[src/rtl/wdog_pkg.sv]
package wdog_pkg;
  localparam int unsigned WD_NTAP = 4;
  localparam int unsigned WD_SELW = 2;

  typedef enum logic [1:0] {
    PS_BYPASS0 = 2'b00,
    PS_BYPASS1 = 2'b01,
    PS_MID     = 2'b10,
    PS_HIGH    = 2'b11
  } presc_sel_e;
endpackage

[src/rtl/wdog_prescale.sv]
module wdog_prescale #(
  parameter int unsigned MID_LOG = 4,
  parameter int unsigned HI_LOG  = 8
) (
  input  logic       clk,
  input  logic       rst_n,
  input  logic       clr_i,
  input  logic [1:0] sel_i,
  output logic       tick_o
);
  import wdog_pkg::*;

  logic [HI_LOG-1:0] pc_q, pc_d;

  always_comb begin
    pc_d = clr_i ? '0 : pc_q + 1'b1;
  end

  always_ff @(posedge clk or negedge rst_n) begin
    if (!rst_n) pc_q <= '0;
    else        pc_q <= pc_d;
  end

  // Tick on the last count of the selected divide window.
  always_comb begin
    case (presc_sel_e'(sel_i))
      PS_MID:  tick_o = &pc_q[MID_LOG-1:0];
      PS_HIGH: tick_o = &pc_q;
      default: tick_o = 1'b1;
    endcase
  end
endmodule

[src/rtl/wdog_count.sv]
module wdog_count #(
  parameter int unsigned TAP_BASE = 17,
  parameter int unsigned TAP_STEP = 3
) (
  input  logic       clk,
  input  logic       rst_n,
  input  logic       clr_i,
  input  logic       tick_i,
  input  logic [1:0] sel_i,
  output logic       timeout_o
);
  import wdog_pkg::*;

  localparam int unsigned CW = TAP_BASE + (WD_NTAP - 1) * TAP_STEP;

  logic [CW-1:0]      cnt_q, cnt_d;
  logic [WD_NTAP-1:0] hit;

  // One all-ones detector per tap: tap i spans TAP_BASE + i*TAP_STEP bits.
  for (genvar i = 0; i < WD_NTAP; i++) begin : g_tap
    assign hit[i] = &cnt_q[TAP_BASE + i*TAP_STEP - 1 : 0];
  end

  assign timeout_o = tick_i & hit[sel_i] & ~clr_i;

  always_comb begin
    if (clr_i)       cnt_d = '0;
    else if (tick_i) cnt_d = cnt_q + 1'b1;
    else             cnt_d = cnt_q;
  end

  always_ff @(posedge clk or negedge rst_n) begin
    if (!rst_n) cnt_q <= '0;
    else        cnt_q <= cnt_d;
  end
endmodule

[src/rtl/wdog_grace.sv]
module wdog_grace #(
  parameter int unsigned GRACE_CLKS = 512
) (
  input  logic clk,
  input  logic rst_n,
  input  logic timeout_i,
  input  logic arm_i,
  input  logic cancel_i,
  output logic fire_o
);
  localparam int unsigned GW = (GRACE_CLKS > 2) ? $clog2(GRACE_CLKS) : 1;
  localparam logic [GW-1:0] LAST = GW'(GRACE_CLKS - 1);

  logic          pend_q, pend_d;
  logic [GW-1:0] gcnt_q, gcnt_d;
  logic          fire_q, fire_d;

  always_comb begin
    fire_d = pend_q & arm_i & ~cancel_i & (gcnt_q == LAST);
    if (!arm_i || cancel_i || fire_d) pend_d = 1'b0;
    else if (timeout_i)               pend_d = 1'b1;
    else                              pend_d = pend_q;
    gcnt_d = (pend_q && pend_d) ? gcnt_q + 1'b1 : '0;
  end

  always_ff @(posedge clk or negedge rst_n) begin
    if (!rst_n) begin
      pend_q <= 1'b0;
      gcnt_q <= '0;
      fire_q <= 1'b0;
    end else begin
      pend_q <= pend_d;
      gcnt_q <= gcnt_d;
      fire_q <= fire_d;
    end
  end

  assign fire_o = fire_q;
endmodule

[src/rtl/wdog_supervisor.sv]
module wdog_supervisor #(
  parameter int unsigned TAP_BASE    = 17,
  parameter int unsigned TAP_STEP    = 3,
  parameter int unsigned GRACE_CLKS  = 512,
  parameter int unsigned PRE_MID_LOG = 4,
  parameter int unsigned PRE_HI_LOG  = 8
) (
  input  logic       clk,
  input  logic       rst_n,
  input  logic       restart_i,
  input  logic       rst_en_i,
  input  logic       irq_en_i,
  input  logic       gie_i,
  input  logic       flag_clr_i,
  input  logic       cause_clr_i,
  input  logic [1:0] presc_sel_i,
  input  logic [1:0] intv_sel_i,
  output logic       restart_o,
  output logic       irq_flag_o,
  output logic       irq_o,
  output logic       cpu_rst_o,
  output logic       cause_o
);
  logic restart_q, restart_d;
  logic flag_q, flag_d;
  logic cause_q, cause_d;
  logic tick, timeout, cnt_clr, fire;

  // Counter and prescaler restart on a restart bit or on the reset pulse.
  assign cnt_clr = restart_q | fire;

  wdog_prescale #(.MID_LOG(PRE_MID_LOG), .HI_LOG(PRE_HI_LOG)) i_presc (
    .clk(clk), .rst_n(rst_n), .clr_i(cnt_clr), .sel_i(presc_sel_i), .tick_o(tick)
  );

  wdog_count #(.TAP_BASE(TAP_BASE), .TAP_STEP(TAP_STEP)) i_count (
    .clk(clk), .rst_n(rst_n), .clr_i(cnt_clr), .tick_i(tick),
    .sel_i(intv_sel_i), .timeout_o(timeout)
  );

  wdog_grace #(.GRACE_CLKS(GRACE_CLKS)) i_grace (
    .clk(clk), .rst_n(rst_n), .timeout_i(timeout), .arm_i(rst_en_i),
    .cancel_i(restart_q), .fire_o(fire)
  );

  always_comb begin
    restart_d = restart_i;
    if (timeout)         flag_d = 1'b1;
    else if (flag_clr_i) flag_d = 1'b0;
    else                 flag_d = flag_q;
    if (fire)             cause_d = 1'b1;
    else if (cause_clr_i) cause_d = 1'b0;
    else                  cause_d = cause_q;
  end

  always_ff @(posedge clk or negedge rst_n) begin
    if (!rst_n) begin
      restart_q <= 1'b0;
      flag_q    <= 1'b0;
      cause_q   <= 1'b0;
    end else begin
      restart_q <= restart_d;
      flag_q    <= flag_d;
      cause_q   <= cause_d;
    end
  end

  assign restart_o  = restart_q;
  assign irq_flag_o = flag_q;
  assign irq_o      = flag_q & irq_en_i & gie_i;
  assign cpu_rst_o  = fire;
  assign cause_o    = cause_q;
endmodule

[config.mk]
export PLATFORM = sky130hd
export DESIGN_NAME = wdog_supervisor
export DESIGN_NICKNAME = d
export VERILOG_FILES = /design/src/rtl/wdog_pkg.sv /design/src/rtl/wdog_prescale.sv /design/src/rtl/wdog_count.sv /design/src/rtl/wdog_grace.sv /design/src/rtl/wdog_supervisor.sv
export SDC_FILE = /design/constraint.sdc
export NUM_CORES = 1
export LEC_CHECK = 0
export BUFFER_PORTS_ARGS = -buffer_cell sky130_fd_sc_hd__buf_4
export CAP_MARGIN = 20
export CORE_ASPECT_RATIO = 0.75
export CORE_UTILIZATION = 50
export CTS_CLUSTER_SIZE = 14
export DETAILED_ROUTE_END_ITERATION = 8
export GPL_ROUTABILITY_DRIVEN = 1
export GPL_TIMING_DRIVEN = 0
export HOLD_SLACK_MARGIN = 0.1
export PLACE_DENSITY_LB_ADDON = 0.15
export SYNTH_ARGS = -nofsm -noshare
export SYNTH_HDL_FRONTEND = slang
export SYNTH_SLANG_ARGS = --single-unit
export TNS_END_PERCENT = 30
[constraint.sdc]
create_clock -name clk -period 1.99 [get_ports clk]
set_clock_uncertainty 0.15 [all_clocks]
set_input_delay 0.4975 -clock clk [delete_from_list [all_inputs] [get_ports clk]]
set_output_delay 0.4975 -clock clk [all_outputs]
set_load 0.05 [all_outputs]
* After elaboration in Yosys (flattened, before gate mapping)
Index checks and enable logic that the tools add are counted.
** Word-level totals
- Flip-flop bits (word level) :: 48
- Output and inout bits :: 5
** Operators by class
- Add/subtract/negate cells :: 3
- Order comparisons :: 1
- Equal/unequal tests :: 3
- Mux-type cells :: 13
- Bitwise gates (word level) :: 10
- Reduce and logical (&&, ||, !) cells :: 13
** Operator list (number)
- 26-bit two-way mux :: 2
- 26-bit by 1-bit adder with 26-bit output (second input constant) :: 1
- 26-bit AND reduction :: 1
- 23-bit AND reduction :: 1
- 20-bit AND reduction :: 1
- 17-bit AND reduction :: 1
- 9-bit by 1-bit adder with 9-bit output (second input constant) :: 1
- 9-bit equality test (second input constant) :: 1
- 9-bit two-way mux :: 1
- 8-bit by 1-bit adder with 8-bit output (second input constant) :: 1
- 8-bit two-way mux :: 1
- 8-bit AND reduction :: 1
- 1-bit AND :: 7
- 1-bit two-way mux :: 7
- 2-bit nonzero test :: 3
- 2-bit equality test (second input constant) :: 2
- 4-bit AND reduction :: 1
- 2-bit by 3-bit less-than comparator with 1-bit output (second input constant) :: 1
- 1-bit binary-select mux with 2-bit select :: 1
- 1-bit logical OR :: 2
- 1-bit inverter :: 2
- 1-bit case mux with 2 select lines :: 1
- 1-bit logical AND :: 1
- 1-bit zero test :: 1
- 1-bit bitwise OR :: 1

* Logic depth before layout (Yosys ltp)
- Depth after elaboration :: 9
- Mapped depth :: 8

* By module
Synthesis repeated with hierarchy kept, for this count alone.
** Unflattened totals
- Cell total of the unflattened synthesis :: 244
- Area, all modules :: 2396.0 um^2
** Modules (own cells, without submodules)
- wdog_count :: instances 1, cells each 152, area each 1425.1 um^2
- wdog_grace :: instances 1, cells each 47, area each 498.0 um^2
- wdog_prescale :: instances 1, cells each 36, area each 362.8 um^2
- wdog_supervisor :: instances 1, cells each 9, area each 110.1 um^2

* Worst setup path after synthesis
Ideal clock, no wire load.
- Path kind :: register to register
- Start point :: register i_presc.pc_q[0]
- End point :: register i_count.cnt_q[23]
- Arrival :: 1670 ps
- Data required time :: 1704 ps
- Setup slack :: 34 ps
- Stages on the path, launching flop included :: 8
- Buffers on the path :: 2
- Cell sequence :: dfrtp_1 ha_1 nand3_2 a221o_1 buf_2 buf_2 o41ai_1 a21oi_1
** On the way
- Word-level cells in the longest chain between the ends :: 3
- Elaborated cells on any way between the ends :: 4
- Classes of those cells :: 1 x mux; 3 x reduce/logical
** Ends and longest elaborated chain
- start, declared :: line wdog_prescale.sv:13 : logic [HI_LOG-1:0] pc_q, pc_d;
- start signal, assigned :: line wdog_prescale.sv:21 : else pc_q <= pc_d;
- 8-bit AND reduction / 4-bit AND reduction (equally long branches) :: line wdog_prescale.sv:28, wdog_prescale.sv:27
- 1-bit case mux with 2 select lines * :: line wdog_prescale.sv:26 : case (presc_sel_e'(sel_i))
- 2-bit nonzero test (no line) *
- end signal, assigned :: line wdog_count.sv:34 : else cnt_q <= cnt_d;
- end, declared :: line wdog_count.sv:16 : logic [CW-1:0] cnt_q, cnt_d;
Mark *: on every way between the ends. The rest lies on a longest branch, timed or not.
A chain may end at the register's enable or synchronous reset.

* Worst setup path in the final report
- Start point :: register i_count.cnt_q[4]
- End point :: register i_count.cnt_q[13]
** On the way
- Word-level cells in the longest chain between the ends :: 3
** Ends and longest elaborated chain
- 26-bit by 1-bit adder with 26-bit output :: line wdog_count.sv:28 : else if (tick_i) cnt_d = cnt_q + 1'b1;
- 26-bit two-way mux :: line wdog_count.sv:28
- 26-bit two-way mux :: line wdog_count.sv:27 : if (clr_i) cnt_d = '0;
Every way passes these cells. The select of a mux whose other input is x is not followed.

==> out/results.tsv <==
metric	value	unit
r2r startpoint	i_count.cnt_q[4]	
clock-pin slew on the worst setup and hold paths	0.09	ns
Area Overhead vs Synth	26.8	%
Ys Warns	0	
Post-Synth XOR/XNOR Area	4.19	%
post-synthesis net count	279	
Fillers	352	
Syn Inst Count	262	
CP Data Required Time	2.07	ns
Pleak	1.35	nW
violations in the final reports	setup timing	
Synth top area share	47.9	%
worst min-delay path category	input port to flop	
CTS buffer count	5	
Final nets	318	
combinational family with the most area after synthesis	simple AND/OR/NAND/NOR gates	
layout cells sized above 1	25.5	%
crit path kind	flop to flop	
ANT nets after route	0	
Post-Synth Simple-Gate Area	27.7	%
relative slew slack	58.4	%
n_diodes	0	
Port Buffers	16	
worst skew pair latency	0.30	ns
Synth top cells by count	dfrtp_1, a21oi_1, nand2_1	
Seq cells post-synth	48	
first-pass GRT wire length	10300	µm
EDFF count, synth	0	
Compound-Gate Fraction of Synth Area	13.9	%
HPWL after DPL	4040	µm
ys flop type	dfrtp_1	
PD cells	573	mW/mm²
final period utilization	104	%
hold_ws	0.145	ns
dominant cell type by area after synthesis	dfrtp_1	
peak supply drop	510	µV
vias in the first global route	2120	
initial DRC count	227	
vias per inst	6.31	
Pre-Repair DR Iteration Count	4	
final WL	6510	µm
# DRC	0	
starting density of the core	54.2	%
synthesized cell area	0.00251	mm²
gr usage total	24.8	%
DR vias	2264	
largest cells by area after synthesis	dfrtp_1, a21oi_1, and3_1	
Std-Cell Rows	21	
async set-reset flop share out of synthesis	100	%
min cycle time layout	2.08	ns
Worst setup SP type	flop	
Avg Inst Size Synth	9.58	µm²
r2r endpoint	i_count.cnt_q[13]	
crit path max fanout	5	
largest net degree at the start of global routing	49	
die area	0.00531	mm²
mux share of post-synthesis cell area	0.798	%
# Max-Cap Violations	0	
H-tree Lvls	2	
endpoints failing setup	10	
RSZ-0062 raised after global routing	yes	
initial antenna violation count	0	
Hold EP	restart_o	
fmax	0.481	GHz
CTS tree	yes	
final hold viol count	0	
outcome	finished with violations	
Seq/Total Area, Yosys	47.9	%
Synth cell types	40	
final worst slack	-0.0884	ns
adder-cell area share of the yosys netlist	2.49	%
wire length per cell	18.1	µm
Placed Instances	335	
Critical Path End Type	flop	
Die H	63.3	µm
most numerous cell in the Yosys netlist	dfrtp_1	
Sink Count	48	
hold depth	1	
die span in x	83.8	µm
arrival time at the worst endpoint	2.16	ns
CTS root buf	clkbuf_8	
worst hold path startpoint	restart_i	
total grt overflow	0	
reg2reg setup slack	-0.09	ns
IO Pins	17	
final non-filler cell total	359	
CTS max path bufs	2	
Final GP Congestion	0.838	
Max Slew Vio Count	0	
Register-to-Register Path Depth	5	
worst slew pin tran	0.622	ns
Core ar.	0.00462	mm²
-- registers in the layout (all words and copies together), names as in the netlist --
| register | cells |
|---|---|
| cause_o | 1 |
| i_count.cnt_q | 26 |
| irq_flag_o | 1 |
| i_presc.pc_q | 8 |
| restart_o | 1 |
| i_grace.gcnt_q | 9 |
| i_grace.pend_q | 1 |
| i_grace.fire_o | 1 |
-- worst max path at each step --
stage / startpoint / end / cells after the start
floorplan: i_presc.pc_q[0] / i_count.cnt_q[23] / 7
global placement: presc_sel_i[1] / i_count.cnt_q[3] / 7
detailed placement: presc_sel_i[1] / i_count.cnt_q[3] / 7
CTS: i_count.cnt_q[3] / i_count.cnt_q[19] / 4
global route: i_count.cnt_q[4] / i_count.cnt_q[19] / 5
finish: i_count.cnt_q[4] / i_count.cnt_q[13] / 5
-- cells in the final DEF (no fill, tap or decap), types with 2 or more instances in the layout --
cell type,count
nand3_2,2
or4_4,3
o31ai_1,9
buf_6,4
mux2i_1,2
and4_1,3
clkbuf_8,6
and3_1,13
or4_1,7
nand2_1,18
a21oi_2,3
a21oi_1,20
nand4_1,11
or3_1,9
o21ai_0,7
nand3_1,14
xnor2_1,8
ha_1,2
dfrtp_2,2
inv_1,7
nor4_4,2
o41ai_2,2
nor2b_1,3
or4b_1,3
buf_4,32
nor2_1,16
clkbuf_1,6
and2_1,5
o41ai_1,2
o31ai_2,2
xor2_1,4
ha_4,2
dfrtp_1,46
-- worst max-delay path, cell delays in order (launching register included) --
cell and delay [ns]:
dfrtp_1 0.40, nand4_1 0.28, a221o_1 0.40, buf_6 0.15, or4_4 0.48, a21oi_1 0.14
-- routing by layer --
metal,part of all wire (%),track usage [%]
met5,0,0
met3,6.9,4.46
met1,47,37.2
met2,45,36.3
met4,1.5,7.84
-- cell type report --
type                            instances  area [µm²]  share of cell area [%]
Tap cell                               57        71.3                    2.24
Timing Repair Buffer                   33         251                    7.91
Inverter                                7        26.3                   0.826
Clock inverter                          2        35.0                    1.10
Sequential cell                        48        1200                    37.8
Multi-Input combinational cell        195        1440                    45.2
Clock buffer                            6        72.6                    2.28
Buffer                                 11        81.3                    2.56
-- logic make-up (layout without fill, tap and decap cells) --
group                    Yosys count  count (layout)
AND/OR/NAND/NOR                  121             121
AO/OA/AOI/OAI                     55              55
flip-flops                        48              48
buffers and inverters             19              59
XOR/XNOR                          12              12
adder cells (fa/ha/maj)            5               5
multiplexers                       2               2
-- stage by stage --
| stage | instance area [µm²] | total power [mW] | util (%) | TNS, ns | setup slack (ns) |
|---|---|---|---|---|---|
| after floorplan | 2510 | 1.06 | - | 0 | 0.0340 |
| after global placement | 2700 | 1.12 | 58.4 | -7.10 | -0.530 |
| after detailed placement | 2700 | 1.12 | 58.4 | -7.62 | -0.522 |
| after CTS | 2990 | 1.83 | 64.6 | -0.0432 | -0.0137 |
| after global routing | 3180 | 1.89 | 68.8 | -0.954 | -0.107 |
| final | 3180 | 1.82 | 68.8 | -0.426 | -0.0884 |
-- power by group --
| group | internal [mW] | switching [mW] |
|---|---|---|
| sequential | 0.984 | 0.0132 |
| combinational | 0.0446 | 0.0803 |
| clock | 0.373 | 0.328 |
| total | 1.40 | 0.422 |
-- timing repair --
item	4_1_cts	5_1_grt
pin swaps	7	8
hold endpoints to repair	48	0
gates resized for setup	32	27
setup endpoints to repair	26	25
cloned	0	1
buffers inserted	6	9
hold buffers	1	0
(Power assumes the default switching activity.)
